**src/rtl/sby_pkg.sv**
```systemverilog
package sby_pkg;

  typedef enum logic [3:0] {
    ST_RUN     = 4'd0,
    ST_E_RST   = 4'd1,
    ST_E_CLK   = 4'd2,
    ST_E_DDR   = 4'd3,
    ST_E_VCC   = 4'd4,
    ST_STBY    = 4'd5,
    ST_X_VCC   = 4'd6,
    ST_X_DDR   = 4'd7,
    ST_X_CLK   = 4'd8,
    ST_X_RST   = 4'd9,
    ST_X_SYS   = 4'd10
  } sby_state_e;

  function automatic logic in_range(sby_state_e s, sby_state_e lo, sby_state_e hi);
    return (s >= lo) && (s <= hi);
  endfunction

endpackage

```
**src/rtl/sby_rst_sync.sv**
```systemverilog
module sby_rst_sync #(
  parameter int STAGES = 2
) (
  input  logic clk,
  input  logic rst_n,
  output logic rst_sync_n
);

  logic [STAGES-1:0] chain_q;

  always_ff @(posedge clk or negedge rst_n) begin
    if (!rst_n) chain_q <= '0;
    else        chain_q <= {chain_q[STAGES-2:0], 1'b1};
  end

  assign rst_sync_n = chain_q[STAGES-1];

endmodule

```
**src/rtl/sby_wait_timer.sv**
```systemverilog
module sby_wait_timer #(
  parameter int CNT_W = 16
) (
  input  logic             clk,
  input  logic             rst_n,
  input  logic             load,
  input  logic [CNT_W-1:0] load_val,
  output logic             expired
);

  logic [CNT_W-1:0] cnt_q, cnt_d;
  logic             cnt_en;

  assign cnt_en = load || (cnt_q != '0);

  always_comb begin
    cnt_d = cnt_q;
    if (load)               cnt_d = load_val;
    else if (cnt_q != '0)   cnt_d = cnt_q - 1'b1;
  end

  always_ff @(posedge clk or negedge rst_n) begin
    if (!rst_n)      cnt_q <= '0;
    else if (cnt_en) cnt_q <= cnt_d;
  end

  assign expired = (cnt_q == '0);

  // an idle timer never wraps around below zero
  assert_timer_no_wrap_R2: assert property (@(posedge clk) disable iff (!rst_n)
    (expired && !load) |=> expired);

endmodule

```
**src/rtl/sby_fsm.sv**
```systemverilog
module sby_fsm
  import sby_pkg::*;
#(
  parameter bit HAS_DDR    = 1'b1,
  parameter int CNT_W      = 16,
  parameter int SETTLE_CYC = 4,
  parameter int RAMP_CYC   = 8,
  parameter int SYSRST_CYC = 3
) (
  input  logic             clk,
  input  logic             rst_n,
  input  logic             stby_req,
  input  logic             wake_req,
  input  logic             tmr_expired,
  output logic             tmr_load,
  output logic [CNT_W-1:0] tmr_val,
  output sby_state_e       state_q,
  output sby_state_e       state_d
);

  localparam logic [CNT_W-1:0] SETTLE_LD = CNT_W'(SETTLE_CYC - 1);
  localparam logic [CNT_W-1:0] RAMP_LD   = CNT_W'(RAMP_CYC - 1);
  localparam logic [CNT_W-1:0] SYSRST_LD = CNT_W'(SYSRST_CYC - 1);
  localparam sby_state_e AFTER_E_CLK = HAS_DDR ? ST_E_DDR : ST_E_VCC;
  localparam sby_state_e AFTER_X_VCC = HAS_DDR ? ST_X_DDR : ST_X_CLK;

  function automatic logic [CNT_W-1:0] wait_for(sby_state_e s);
    case (s)
      ST_X_VCC: return RAMP_LD;
      ST_X_SYS: return SYSRST_LD;
      default:  return SETTLE_LD;
    endcase
  endfunction

  always_comb begin
    state_d = state_q;
    case (state_q)
      ST_RUN:   if (stby_req)    state_d = ST_E_RST;
      ST_E_RST: if (tmr_expired) state_d = ST_E_CLK;
      ST_E_CLK: if (tmr_expired) state_d = AFTER_E_CLK;
      ST_E_DDR: if (tmr_expired) state_d = ST_E_VCC;
      ST_E_VCC: if (tmr_expired) state_d = ST_STBY;
      ST_STBY:  if (wake_req)    state_d = ST_X_VCC;
      ST_X_VCC: if (tmr_expired) state_d = AFTER_X_VCC;
      ST_X_DDR: if (tmr_expired) state_d = ST_X_CLK;
      ST_X_CLK: if (tmr_expired) state_d = ST_X_RST;
      ST_X_RST: if (tmr_expired) state_d = ST_X_SYS;
      ST_X_SYS: if (tmr_expired) state_d = ST_RUN;
      default:                   state_d = ST_RUN;
    endcase
  end

  assign tmr_load = (state_d != state_q);
  assign tmr_val  = wait_for(state_d);

  always_ff @(posedge clk or negedge rst_n) begin
    if (!rst_n) state_q <= ST_RUN;
    else        state_q <= state_d;
  end

  // checker counter: cycles spent in the supply-ramp step
  logic [CNT_W-1:0] ramp_seen_q;
  always_ff @(posedge clk or negedge rst_n) begin
    if (!rst_n)                   ramp_seen_q <= '0;
    else if (state_q == ST_X_VCC) ramp_seen_q <= ramp_seen_q + 1'b1;
    else                          ramp_seen_q <= '0;
  end

  // the ramp step lasts the full ramp wait
  assert_ramp_wait_R5: assert property (@(posedge clk) disable iff (!rst_n)
    (state_q == ST_X_VCC && state_d != ST_X_VCC) |-> (ramp_seen_q == RAMP_LD));

  // standby is left only through the supply-up step
  assert_stby_exit_path_R8: assert property (@(posedge clk) disable iff (!rst_n)
    ($past(state_q) == ST_STBY && state_q != ST_STBY) |-> (state_q == ST_X_VCC));

  // normal operation is left only through the reset step
  assert_run_exit_path_R8: assert property (@(posedge clk) disable iff (!rst_n)
    ($past(state_q) == ST_RUN && state_q != ST_RUN) |-> (state_q == ST_E_RST));

endmodule

```
**src/rtl/sby_out_regs.sv**
```systemverilog
module sby_out_regs
  import sby_pkg::*;
#(
  parameter bit HAS_DDR = 1'b1,
  parameter int NUM_BLK = 3,
  parameter int NUM_CLK = 3
) (
  input  logic               clk,
  input  logic               rst_n,
  input  sby_state_e         state_q,
  input  sby_state_e         state_d,
  output logic [NUM_BLK-1:0] blk_rst_n,
  output logic [NUM_CLK-1:0] clk_en,
  output logic               ddr_io_en,
  output logic               vcc_low_sel,
  output logic               sys_rst_n,
  output logic               busy,
  output logic               done
);

  logic rst_hold_d, clk_gate_d, vlow_d, sys_d, busy_d, done_d, upd_en;

  assign upd_en     = (state_d != state_q) || done;
  assign rst_hold_d = in_range(state_d, ST_E_RST, ST_X_CLK);
  assign clk_gate_d = in_range(state_d, ST_E_CLK, ST_X_DDR);
  assign vlow_d     = in_range(state_d, ST_E_VCC, ST_STBY);
  assign sys_d      = (state_d == ST_X_SYS);
  assign busy_d     = (state_d != ST_RUN) && (state_d != ST_STBY);
  assign done_d     = (state_q == ST_X_SYS) && (state_d == ST_RUN);

  for (genvar b = 0; b < NUM_BLK; b++) begin : g_blk
    always_ff @(posedge clk or negedge rst_n) begin
      if (!rst_n)      blk_rst_n[b] <= 1'b1;
      else if (upd_en) blk_rst_n[b] <= !rst_hold_d;
    end
  end

  for (genvar c = 0; c < NUM_CLK; c++) begin : g_clk
    always_ff @(posedge clk or negedge rst_n) begin
      if (!rst_n)      clk_en[c] <= 1'b1;
      else if (upd_en) clk_en[c] <= !clk_gate_d;
    end
  end

  if (HAS_DDR) begin : g_ddr
    logic ddr_off_d;
    assign ddr_off_d = in_range(state_d, ST_E_DDR, ST_X_VCC);
    always_ff @(posedge clk or negedge rst_n) begin
      if (!rst_n)      ddr_io_en <= 1'b1;
      else if (upd_en) ddr_io_en <= !ddr_off_d;
    end
    // the core supply drops only with the DDR supply already off
    assert_vcc_after_ddr_R2: assert property (@(posedge clk) disable iff (!rst_n)
      $rose(vcc_low_sel) |-> !ddr_io_en);
  end else begin : g_no_ddr
    assign ddr_io_en = 1'b0;
  end

  always_ff @(posedge clk or negedge rst_n) begin
    if (!rst_n) begin
      vcc_low_sel <= 1'b0;
      sys_rst_n   <= 1'b1;
      busy        <= 1'b0;
      done        <= 1'b0;
    end else if (upd_en) begin
      vcc_low_sel <= vlow_d;
      sys_rst_n   <= !sys_d;
      busy        <= busy_d;
      done        <= done_d;
    end
  end

  // clocks are gated only while the block resets are held
  assert_gate_after_reset_R2: assert property (@(posedge clk) disable iff (!rst_n)
    $fell(clk_en[0]) |-> (blk_rst_n == '0));
  // the lowered supply always coincides with held resets and gated clocks
  assert_reset_held_R3: assert property (@(posedge clk) disable iff (!rst_n)
    vcc_low_sel |-> (blk_rst_n == '0) && (clk_en == '0));
  // clocks return only on the nominal supply
  assert_clk_on_nominal_R4: assert property (@(posedge clk) disable iff (!rst_n)
    $rose(clk_en[0]) |-> !vcc_low_sel);
  // resets release only once every clock runs
  assert_release_after_clk_R4: assert property (@(posedge clk) disable iff (!rst_n)
    $rose(blk_rst_n[0]) |-> (clk_en == '1));
  // all clock enables move together
  assert_clk_en_uniform_R7: assert property (@(posedge clk) disable iff (!rst_n)
    (clk_en == '0) || (clk_en == '1));
  // done is a single-cycle pulse
  assert_done_single_R10: assert property (@(posedge clk) disable iff (!rst_n)
    done |=> !done);
  // the end of the system reset pulse is flagged by done
  assert_sysrst_end_done_R10: assert property (@(posedge clk) disable iff (!rst_n)
    $rose(sys_rst_n) |-> done);

endmodule

```
**src/rtl/pwr_standby_seq.sv**
```systemverilog
module pwr_standby_seq
  import sby_pkg::*;
#(
  parameter bit HAS_DDR    = 1'b1,
  parameter int NUM_BLK    = 3,
  parameter int NUM_CLK    = 3,
  parameter int CNT_W      = 16,
  parameter int SETTLE_CYC = 4,
  parameter int RAMP_CYC   = 8,
  parameter int SYSRST_CYC = 3
) (
  input  logic               clk,
  input  logic               rst_n,
  input  logic               stby_req,
  input  logic               wake_req,
  output logic [NUM_BLK-1:0] blk_rst_n,
  output logic [NUM_CLK-1:0] clk_en,
  output logic               ddr_io_en,
  output logic               vcc_low_sel,
  output logic               sys_rst_n,
  output logic               busy,
  output logic               done,
  output logic [3:0]         status
);

  logic             rst_sync_n;
  logic             tmr_load, tmr_expired;
  logic [CNT_W-1:0] tmr_val;
  sby_state_e       state_q, state_d;

  sby_rst_sync #(.STAGES(2)) u_rst_sync (
    .clk        (clk),
    .rst_n      (rst_n),
    .rst_sync_n (rst_sync_n)
  );

  sby_wait_timer #(.CNT_W(CNT_W)) u_timer (
    .clk      (clk),
    .rst_n    (rst_sync_n),
    .load     (tmr_load),
    .load_val (tmr_val),
    .expired  (tmr_expired)
  );

  sby_fsm #(
    .HAS_DDR    (HAS_DDR),
    .CNT_W      (CNT_W),
    .SETTLE_CYC (SETTLE_CYC),
    .RAMP_CYC   (RAMP_CYC),
    .SYSRST_CYC (SYSRST_CYC)
  ) u_fsm (
    .clk         (clk),
    .rst_n       (rst_sync_n),
    .stby_req    (stby_req),
    .wake_req    (wake_req),
    .tmr_expired (tmr_expired),
    .tmr_load    (tmr_load),
    .tmr_val     (tmr_val),
    .state_q     (state_q),
    .state_d     (state_d)
  );

  sby_out_regs #(
    .HAS_DDR (HAS_DDR),
    .NUM_BLK (NUM_BLK),
    .NUM_CLK (NUM_CLK)
  ) u_out (
    .clk         (clk),
    .rst_n       (rst_sync_n),
    .state_q     (state_q),
    .state_d     (state_d),
    .blk_rst_n   (blk_rst_n),
    .clk_en      (clk_en),
    .ddr_io_en   (ddr_io_en),
    .vcc_low_sel (vcc_low_sel),
    .sys_rst_n   (sys_rst_n),
    .busy        (busy),
    .done        (done)
  );

  assign status = state_q;

  // busy is low whenever the step code shows a resting state
  assert_busy_rest_R9: assert property (@(posedge clk) disable iff (!rst_sync_n)
    (status == 4'd0 || status == 4'd5) |-> !busy);

endmodule

```
**config.mk**
```make
export PLATFORM = sky130hd
export DESIGN_NAME = pwr_standby_seq
export DESIGN_NICKNAME = d
export VERILOG_FILES = /design/src/rtl/sby_pkg.sv /design/src/rtl/sby_rst_sync.sv /design/src/rtl/sby_wait_timer.sv /design/src/rtl/sby_fsm.sv /design/src/rtl/sby_out_regs.sv /design/src/rtl/pwr_standby_seq.sv
export SDC_FILE = /design/constraint.sdc
export NUM_CORES = 1
export LEC_CHECK = 0
export BUFFER_PORTS_ARGS = -buffer_cell sky130_fd_sc_hd__buf_2
export CORE_MARGIN = 5
export CORE_UTILIZATION = 58
export DETAILED_ROUTE_END_ITERATION = 12
export MAX_ROUTING_LAYER = met4
export PLACE_DENSITY = 0.9
export REMOVE_ABC_BUFFERS = 1
export SLEW_MARGIN = 20
export SYNTH_ARGS = -nofsm -noshare
export SYNTH_HDL_FRONTEND = slang
export SYNTH_SLANG_ARGS = --single-unit
```
**constraint.sdc**
```tcl
create_clock -name clk -period 0.9 [get_ports clk]
set_input_delay 0.135 -clock clk [delete_from_list [all_inputs] [get_ports clk]]
set_output_delay 0.135 -clock clk [all_outputs]
set_load 0.05 [all_outputs]
```
==> metrics.txt, run 1 <==
leading area contributor after synthesis dfrtp_1; status stopped before the end; Post-Syn Area 1740 sq um; DP HPWL 3.69 mm; syn avg cell area 9.31 sq um; CTS Buf Count 5; Seq/Total Area, Yosys 42.0%; yosys warns 0; failing step global routing (5_1_grt); Die W 64.8 microns; num ports 19; dpl cells 275; dominant synthesized flop cell dfrtp_1; stop err [ERROR DPL-0038] Utilization greater than 100%, impossible to legalize; synth unique cells 50; worst_ep kind sequential cell input; CTS Buffer Depth 2; most common cell in the netlist dfrtp_1; clock root buffer clkbuf_4; largest net degree at the start of global routing 21; Std-Cell Rows 19; Yosys top cell area share 35.9%; Post-synth EDFFs 0; worst setup endpoint GRT u_out.vcc_low_sel$_DFFE_PN0P_/D; largest cells by area after synthesis dfrtp_1 (36%), dfstp_2 (6.0%), nor2_1 (4.3%); routability cong. 0.981; Syn Inst Count 187; Initial Util 62.0%; ys async rst share 100%; # port buffers 18; clock tree sinks 29; register bit count reported by yosys 29; H-tree depth 2; Die H 64.8 microns; most frequent cells after synthesis dfrtp_1 (25), nor2_1 (20), nand2_1 (15)
stage by stage:
step / cell area, sq um / setup WS, ns / util [%] / setup TNS [ns] / hold WS (ns)
after CTS: 2650 / -1.55 / 94.5 / -43.50 / 0.0886
after detailed placement: 2200 / -1.65 / 78.4 / -40.59 / -0.0793
after global placement: 2200 / -1.51 / 78.4 / -37.57 / -0.0806
after floorplan: 1630 / -1.81 / - / -43.22 / -0.161
kinds of logic after synthesis:
group                    after synthesis  share of synthesized area (%)
other                                  1                          0.215
multiplexers                           6                           3.88
AO/OA/AOI/OAI                         36                           14.5
XOR/XNOR                              13                           6.54
flip-flops                            29                           42.0
adder cells (fa/ha/maj)                1                          0.719
AND/OR/NAND/NOR                       78                           24.8
buffers and inverters                 23                           7.40
timing repair:
action | CTS
gates resized for setup | 69
pin swaps | 11
endpoints found under the hold margin | 2
hold buffers | 1
buffers inserted | 9
cloned | 1
endpoints found under the setup margin | 42
==> run 2: changes to the inputs <==
--- a/config.mk
+++ b/config.mk
@@ -7,10 +7,9 @@
 export LEC_CHECK = 0
 export BUFFER_PORTS_ARGS = -buffer_cell sky130_fd_sc_hd__buf_2
 export CORE_MARGIN = 5
-export CORE_UTILIZATION = 58
+export CORE_UTILIZATION = 40
 export DETAILED_ROUTE_END_ITERATION = 12
-export MAX_ROUTING_LAYER = met4
-export PLACE_DENSITY = 0.9
+export PLACE_DENSITY_LB_ADDON = 0.15
 export REMOVE_ABC_BUFFERS = 1
 export SLEW_MARGIN = 20
 export SYNTH_ARGS = -nofsm -noshare
==> run 2 against run 1 <==
  * The flow now finishes, with violations (setup timing)
  * Synthesized cell count stayed put
  * Area after synthesis unchanged
==> metrics.txt, run 2 <==
top flop regs u_timer.cnt_q: 16 flops, u_fsm.state_q: 4 flops, u_rst_sync.chain_q: 2 flops; num ports 19 (unchanged); initial antenna violation count 0; H-tree depth 2 (unchanged); fin crit period 2.49 ns; post-route insts no fill 316; initial DRC count 55; dpl cells 294 (+6.9%); GRT Total Usage 18.2%; Worst setup EP type flip-flop; Fin. Hold Viols 0; Max-Cap Viols 0; area delta synth->final 60.1%; residual DRC count 0; DR vias 1,748; Setup Skew 0.00434 ns; commonest non-fill, non-tap cell in the layout buf_4; worst skew pair latency 0.28 ns; most common cell in the netlist dfrtp_1; fillers 319; Antenna diodes 0; WL/cell 16.4 microns; Final Util 64.9%; CTS Buf Count 5 (unchanged); worst setup margin -1.59 ns; most frequent cells after synthesis dfrtp_1 (25), nor2_1 (20), nand2_1 (15); Die W 76.0 microns (+17%); register bit count reported by yosys 29 (unchanged); yosys warns 0 (unchanged); clock transition at the registers of the reported paths 0.06 ns; Post-synth EDFFs 0 (unchanged); peak supply drop 1810 uV; largest net degree at the start of global routing 22; Post-Route WL 5.20 mm; Worst Path Required 1.12 ns; ANT nets after route 0; area occupied by multi-input gates 1040 sq um; routability cong. 0.847 (-14%); CTS Buffer Depth 2 (unchanged); first-pass GRT wire length 8.58 mm; leakage 1.27 nW; synth unique cells 50 (unchanged); # port buffers 18 (unchanged); final setup vio count 42; final worst path period share 277%; Sequential Area 732 sq um; Pins Over Slew Limit 0; CP arrival 2.71 ns; Slew HR 43.1%; commonest non-fill, non-tap cells in the layout buf_4 (53), dfrtp_1 (24), nor2_1 (19); dominant synthesized flop cell dfrtp_1; Die H 76.0 microns (+17%); clock root buffer clkbuf_8; leading area contributor after synthesis dfrtp_1; max reg flops 16; Cell Pwr Density 3220 nW/um^2; Syn Inst Count 187 (unchanged); Post-Syn Area 1740 sq um (unchanged); Yosys top cell area share 35.9% (unchanged); largest cells by area after synthesis dfrtp_1 (36%), dfstp_2 (6.0%), nor2_1 (4.3%); failing checks setup timing; layout cells sized above 1 48.5%; CP Launch Type flip-flop; clock tree sinks 29 (unchanged); status complete, but fails checks; fmax 0.401 GHz; Std-Cell Rows 24 (+5); total congestion overflow 0; most flop-heavy register u_timer.cnt_q; Worst Tran Pin Value 0.841 ns; Pre-antenna DRT Iters 5; Placement Setup Slack -1.62 ns (+0.0253 ns); vias in the first global route 1,803; Die ar. 5770 sq um; critical path peak fanout 5; syn avg cell area 9.31 sq um (unchanged); reg2reg path depth 8; Net count, final 268; ys async rst share 100% (unchanged); Pwr Total 0.00897 W; Crit Path Class flip-flop to flip-flop; vias per cell 5.53; Initial Util 40.5% (-22 points); Core Area 4290 sq um; Hold Slack 0.0689 ns; Seq/Total Area, Yosys 42.0% (unchanged); DP HPWL 3.51 mm (-4.9%); RSZ-0062 raised after global routing yes; CTS tree done; Hold Path Class flip-flop to async pin
run 2: cell counts after synthesis:
Identical to the previous run, type by type.
run 2: per-layer routing:
| layer | GRT usage (%) | vias up | routed length (microns) |
|---|---|---|---|
| li1 | - | 816 | - |
| met1 | 22.2 | 865 | 2080 |
| met2 | 30.7 | 56 | 2700 |
| met3 | 4.38 | 11 | 302 |
| met4 | 6.76 | 0 | 112 |
| met5 | 0 | - | 0 |
run 2: where the power goes:
part	switching, W	total (W)	internal [W]
combinational	0.00286	0.00558	0.00272
sequential	0.000405	0.00230	0.00189
clock	0.000470	0.00109	0.000622
run 2: path summary, 6_finish.rpt:
path / from / endpoint / slack [ns]
max in group asynchronous: u_rst_sync.chain_q[1] / u_timer.cnt_q[5] / 0.38
min in group clk: u_rst_sync.chain_q[0] / u_rst_sync.chain_q[1] / 0.36
setup reg to reg: u_timer.cnt_q[1] / u_out.vcc_low_sel / -1.59
hold / removal: u_rst_sync.chain_q[1] / u_timer.cnt_q[1] / 0.07
hold reg to reg: u_rst_sync.chain_q[1] / u_timer.cnt_q[1] / 0.07
setup / recovery: u_timer.cnt_q[1] / u_out.vcc_low_sel / -1.59
run 2: metrics by stage:
step,TNS [ns],instance area [sq um]
3_3_place_gp,-38.86,2200
2_1_floorplan,-43.22,1630
4_1_cts,-40.56,2660
3_5_place_dp,-39.94,2200
6_report,-42.50,2790
5_1_grt,-44.29,2790
run 2: critical path: stages, from the launching register on:
cell and delay (ns):
dfrtp_1 0.38, inv_1 0.06, ha_2 0.17, or4b_4 0.48, or4_4 0.55, buf_6 0.16
or3_4 0.34, a21oi_2 0.14, mux2_4 0.16
run 2: timing repair:
action | in CTS | in global routing
endpoints found under the hold margin | 2 | 0
setup buffers | 11 | 6
pin swaps | 6 | 15
hold buffers | 1 | 0
setup endpoints to repair | 42 | 42
cloned | 1 | 0
resized for setup | 70 | 29
run 2: cells by family after synthesis:
group                      count (synthesis)  share of synthesized area [%]
xor gates and xnor gates                  13                           6.54
muxes                                      6                           3.88
and+or+nand+nor                           78                           24.8
AOI/OAI and AO/OA                         36                           14.5
adders and majority gates                  1                          0.719
DFF                                       29                           42.0
buffers and inverters                     23                           7.40
other                                      1                          0.215
run 2: layout make-up:
class / count / area share [%]
clock buffer: 8 / 3.23
multi-input combinational: 135 / 37.3
sequential: 29 / 26.3
timing repair buffer: 87 / 30.2
inverter: 5 / 0.674
tap: 52 / 2.33
Power figures use the tool's default switching activity.
==> run 3: changes to the inputs <==
--- a/config.mk
+++ b/config.mk
@@ -10,7 +10,7 @@
 export CORE_UTILIZATION = 40
 export DETAILED_ROUTE_END_ITERATION = 12
 export PLACE_DENSITY_LB_ADDON = 0.15
-export REMOVE_ABC_BUFFERS = 1
+export SETUP_SLACK_MARGIN = 0.4
 export SLEW_MARGIN = 20
 export SYNTH_ARGS = -nofsm -noshare
 export SYNTH_HDL_FRONTEND = slang
==> run 3 against run 2 <==
  * The run still ends with setup timing left
  * Worst hold slack improved by 0.11 ns
  * Power rose by 5.3%
  * Final cell count is 1.9% higher
  * Highest routed layer unchanged
  * Clock-buffer cell count down 1
  * Design area grew 7.0%
  * First-iteration DRC count rose to 2.7 times the previous value
  * Sequential share of layout area fell by 1.1 points
  * Clock skew up 0.0060 ns
  * Global-route usage increased by 0.80 points
  * Die area stayed put
  * Utilization rose by 4.5 points
  * Worst setup slack better by 0.021 ns
==> metrics.txt, run 3 (same netlist as run 2, synthesis figures left out) <==
failing checks setup timing; Fin. Hold Viols 0 (unchanged); worst path bufs/invs 1 (-1); Post-Route WL 5.50 mm (+5.8%); CP arrival 2.65 ns (-0.06 ns); Antenna diodes 0 (unchanged); H-tree depth 2 (unchanged); initial DRC count 150 (+170%); GRT Total Usage 19.0% (+0.80 points); Worst Path Required 1.08 ns (-0.04 ns); ANT nets after route 0 (unchanged); Setup Skew 0.0104 ns (+0.00601 ns); clock transition at the registers of the reported paths 0.07 ns (about the same); Slew HR 64.7% (+22 points); Critical Path Max Stage Delay 0.53 ns (-0.02 ns); Sequential Area 749 sq um (+2.4%); worst r2r src u_timer.cnt_q[0]; Setup TNS -44.41 ns (-1.91 ns); routability cong. 0.889 (+4.9%); Slowest-stage cell, CP or4_4; commonest non-fill, non-tap cell in the layout buf_4; Worst R2R End u_out.vcc_low_sel; worst setup margin -1.57 ns (+0.0210 ns); WL/cell 17.1 microns (+3.8%); Die H 76.0 microns (unchanged); initial antenna violation count 0 (unchanged); Net count, final 274 (+2.2%); Pwr Total 0.00944 W (+5.3%); max reg flops 16 (unchanged); WL met1 2.10 mm (+0.82%); Pre-antenna DRT Iters 4 (-1); leakage 1.30 nW (+2.8%); RSZ-0062 raised after global routing yes; Die ar. 5770 sq um (unchanged); Std-Cell Rows 24 (unchanged); final worst path period share 275% (-2.3 points); worst-path cell chain inv_2, ha_4, or4b_4, or4_4, a22oi_4, or2_4, mux2_4; DR vias 1,769 (+1.2%); first-pass GRT wire length 8.99 mm (+4.8%); clock root buffer clkbuf_8; # port buffers 18 (unchanged); reg2reg setup slack -1.57 ns (+0.02 ns); peak supply drop 1630 uV (-9.8%); CTS tree done; final setup vio count 42 (unchanged); most flop-heavy register u_timer.cnt_q; total congestion overflow 0 (unchanged); vias in the first global route 1,911 (+6.0%); CP Launch Type flip-flop; Max-Cap Viols 0 (unchanged); area delta synth->final 71.3%; fin crit period 2.47 ns (-0.0210 ns); Core Area 4290 sq um (unchanged); vias per cell 5.49 (-0.68%); Pins Over Slew Limit 0 (unchanged); wire length on met2 3.04 mm (+13%); Top Family by Delay on Critical Path simple AND/OR/NAND/NOR gates; DP HPWL 3.34 mm (-4.8%); num ports 19 (unchanged); Crit Path Class flip-flop to flip-flop; largest net degree at the start of global routing 21 (-4.5%); Hold Path Class input pin to async pin; reg2reg path depth 7 (-1); worst skew pair latency 0.29 ns (about the same); Die W 76.0 microns (unchanged); Synth Net Count 192; CTS Buffer Depth 2 (unchanged); CTS Buf Count 5 (unchanged); Top Metal Used met4; status complete, but fails checks; fillers 305 (-4.4%); area occupied by multi-input gates 1100 sq um (+5.8%); total length of routed met3 wires 209 microns (-31%); Worst setup EP type flip-flop; clock tree sinks 29 (unchanged); Worst Tran Pin Value 0.522 ns (-0.319 ns); fmax 0.404 GHz (+0.85%); critical path peak fanout 6 (+1); top flop regs u_timer.cnt_q: 16 flops, u_fsm.state_q: 4 flops, u_rst_sync.chain_q: 2 flops; Initial Util 40.5% (unchanged); Cell Pwr Density 3170 nW/um^2 (-1.6%); residual DRC count 0 (unchanged); layout cells sized above 1 57.0% (+8.6 points); commonest non-fill, non-tap cells in the layout buf_4 (56), dfrtp_1 (18), nand2_1 (14), buf_6 (14)
[run 3: changes by cell type in the layout (fill, tap and decap cells not counted), sizes merged]
cell,change
buf,+6
clkbuf,-1
clkinv,+1
[run 3: routing by layer]
| layer | vias to the layer above | global-route usage [%] |
|---|---|---|
| met1 | 876 | 21.2 |
| met5 | - | 0 |
| met2 | 51 | 34.0 |
| li1 | 827 | - |
| met4 | 0 | 8.90 |
| met3 | 15 | 3.91 |
[run 3: worst register-to-register path, delay by kind of cell, from the launching register on]
kind            cells  cell delay (ns)
fa+ha+maj           1             0.14
mux                 1             0.31
simple gates        3             1.20
buf+inv             1             0.08
compound gates      1             0.23
flops               1             0.40
[run 3: cell type report]
type | count | share of cell area [%]
repair buffers | 93 | 31.8
clock inverters | 1 | 0.168
inverters | 5 | 0.629
flip-flops and latches | 29 | 25.1
multi-input cells | 135 | 36.8
clock buffers | 7 | 3.23
well taps | 52 | 2.18
[run 3: timing repair]
action,4_1_cts,5_1_grt
hold buffers,1,0
setup endpoints to repair,69,42
buffers inserted,12,4
resized for setup,88,28
pin swaps,9,13
endpoints found under the hold margin,2,0
cloned,2,0
[run 3: report_power, final]
| group | leakage (nW) | internal, W | switching (W) |
|---|---|---|---|
| combinational | 0.907 | 0.00291 | 0.00297 |
| clock | 0.0542 | 0.000690 | 0.000525 |
| sequential | 0.342 | 0.00193 | 0.000413 |
| total | 1.30 | 0.00554 | 0.00391 |
[run 3: stage by stage]
step / setup WS, ns / hold slack [ns] / area [sq um] / utilization (%) / cells
final: -1.57 / 0.180 / 2980 / 69.4 / 322
after detailed placement: -1.60 / -0.0782 / 2240 / 52.2 / 295
after CTS: -1.51 / 0.161 / 2840 / 66.2 / 318
after global placement: -1.54 / -0.0808 / 2240 / 52.2 / 295
after floorplan: -1.62 / -0.161 / 1800 / - / 187
after global routing: -1.63 / 0.168 / 2980 / 69.4 / 322
[run 3: worst max path at each step]
stage                     start           endpoint  slack, ns  cells past startpoint
3_3_place_gp   u_timer.cnt_q[0]  u_out.vcc_low_sel      -1.54                      7
3_5_place_dp   u_timer.cnt_q[0]  u_out.vcc_low_sel      -1.60                      7
5_1_grt        u_timer.cnt_q[1]  u_out.vcc_low_sel      -1.63                      7
2_1_floorplan  u_timer.cnt_q[0]   u_timer.cnt_q[0]      -1.62                      9
6_report       u_timer.cnt_q[0]  u_out.vcc_low_sel      -1.57                      7
4_1_cts        u_timer.cnt_q[0]  u_out.vcc_low_sel      -1.51                      7
==> run 4: changes to the inputs <==
==> constraint.sdc (replaced) <==
create_clock -name clk -period 0.9 [get_ports clk]
set_input_delay 0.045 -clock clk [delete_from_list [all_inputs] [get_ports clk]]
set_output_delay 0.045 -clock clk [all_outputs]
set_load 0.05 [all_outputs]
==> run 4 against run 3 <==
  * The flow still finishes with violations (setup timing)
  * Non-clock buffer count stayed put
  * Utilization unchanged
  * Design area unchanged
  * Largest power group unchanged
  * Highest routed layer unchanged
==> metrics.txt, run 4 (same netlist as run 2, synthesis figures left out) <==
status complete, but fails checks; failing checks setup timing; residual DRC count 0 (unchanged); num ports 19 (unchanged); peak supply drop 1630 uV (about the same); worst setup margin -1.57 ns (-0.00132 ns); max reg flops 16 (unchanged); first-pass GRT wire length 8.98 mm (about the same); worst r2r src u_timer.cnt_q[0]; Max-Cap Viols 0 (unchanged); RSZ-0062 raised after global routing yes; Worst setup EP type flip-flop; H-tree depth 2 (unchanged); initial antenna violation count 0 (unchanged); Pre-antenna DRT Iters 4 (unchanged); commonest non-fill, non-tap cell in the layout buf_4; CP Launch Point u_timer.cnt_q[0]; design area 2980 sq um (unchanged); Core Area 4290 sq um (unchanged); critical path peak fanout 6 (unchanged); Crit Path Class flip-flop to flip-flop; area occupied by multi-input gates 1100 sq um (unchanged); clock root buffer clkbuf_8; worst skew pair latency 0.29 ns (about the same); fin crit period 2.47 ns (+0.00132 ns); reg2reg setup slack -1.57 ns (about the same); Die W 76.0 microns (unchanged); layout cells sized above 1 57.0% (unchanged); Synth Net Count 192 (unchanged); Setup Skew 0.00967 ns (-0.000684 ns); final worst path period share 275% (about the same); routability cong. 0.889 (unchanged); Placement Setup Slack -1.60 ns (unchanged); GRT Total Usage 19.0% (unchanged); Antenna diodes 0 (unchanged); Pins Over Slew Limit 0 (unchanged); DR vias 1,783 (+0.79%); clock tree sinks 29 (unchanged); fillers 305 (unchanged); Worst Tran Pin Value 0.522 ns (-0.0000266 ns); Post-Route WL 5.49 mm (about the same); top flop regs u_timer.cnt_q: 16 flops, u_fsm.state_q: 4 flops, u_rst_sync.chain_q: 2 flops; final setup vio count 41 (-2.4%); vias in the first global route 1,913 (+0.10%); commonest non-fill, non-tap cells in the layout buf_4 (56), dfrtp_1 (18), nand2_1 (14), buf_6 (14); Placed Area 2240 sq um (unchanged); CTS Buf Count 5 (unchanged); area delta synth->final 71.3% (unchanged); most flop-heavy register u_timer.cnt_q; CP arrival 2.65 ns (about the same); DP HPWL 3.34 mm (unchanged); fmax 0.404 GHz (about the same); Slew HR 64.7% (about the same); CTS tree done; Sequential Area 749 sq um (unchanged); Std-Cell Rows 24 (unchanged); WL/cell 17.1 microns (about the same); Hold Path Class input pin to async pin; Die H 76.0 microns (unchanged); Net count, final 274 (unchanged); Worst Path Required 1.08 ns (about the same); clock transition at the registers of the reported paths 0.07 ns (about the same); CP Launch Type flip-flop; largest net degree at the start of global routing 21 (unchanged); Cell Pwr Density 3160 nW/um^2 (-0.10%); # port buffers 18 (unchanged); Die ar. 5770 sq um (unchanged); CTS Buffer Depth 2 (unchanged); Initial Util 40.5% (unchanged); total congestion overflow 0 (unchanged); ANT nets after route 0 (unchanged); reg2reg path depth 7 (unchanged); leakage 1.30 nW (unchanged); Fin. Hold Viols 0 (unchanged); initial DRC count 98 (-35%); vias per cell 5.54 (+0.79%)
## run 4: what timing repair did
action / in CTS / in global routing
endpoints found under the setup margin: 69 / 42
hold buffers: 1 / 0
hold endpoints to repair: 2 / 0
pin swaps: 9 / 13
cloned: 2 / 0
resized for setup: 88 / 28
setup buffers: 12 / 4
## run 4: metrics by stage
stage / utilization (%) / instances / total power, W / hold slack [ns] / TNS [ns]
final: 69.4 / 322 / 0.00943 / 0.0914 / -43.03
after global routing: 69.4 / 322 / 0.00997 / 0.0778 / -45.18
after CTS: 66.2 / 318 / 0.00895 / 0.0714 / -40.98
after detailed placement: 52.2 / 295 / 0.00664 / -0.168 / -39.17
after global placement: 52.2 / 295 / 0.00652 / -0.171 / -37.75
after floorplan: - / 187 / 0.00523 / -0.251 / -38.22
## run 4: final timing paths
check | endpoint
setup reg to reg | u_out.vcc_low_sel
min in group clk | u_out.blk_rst_n[0]
max in group asynchronous | u_out.sys_rst_n
hold reg to reg | u_fsm.state_q[3]
hold / removal | u_rst_sync.chain_q[1]
setup / recovery | u_out.vcc_low_sel
## run 4: report_power, final
part	total [W]	switching, W	leakage (nW)	internal (W)
registers	0.00235	0.000415	0.342	0.00193
clock network	0.00121	0.000523	0.0542	0.000690
logic	0.00587	0.00296	0.907	0.00291
total	0.00943	0.00390	1.30	0.00554
## run 4: area by class of cell
cell class	count	area share, %
Clock inverter	1	0.168
Multi-Input combinational cell	135	36.8
Timing Repair Buffer	93	31.8
Clock buffer	7	3.23
Inverter	5	0.629
Sequential cell	29	25.1
Tap cell	52	2.18
## run 4: critical path, cell delays in order (launching register included)
cell	delay (ns)
dfrtp_1	0.40
inv_2	0.08
ha_4	0.14
or4b_4	0.46
or4_4	0.53
a22oi_4	0.23
or2_4	0.21
mux2_4	0.31
## run 4: layer usage
metal	GRT usage (%)	part of all wire [%]	up-vias
li1	-	-	829
met1	21.1	38	883
met2	34.2	55	56
met3	3.91	4.4	15
met4	8.90	2.6	0
met5	0	0	-
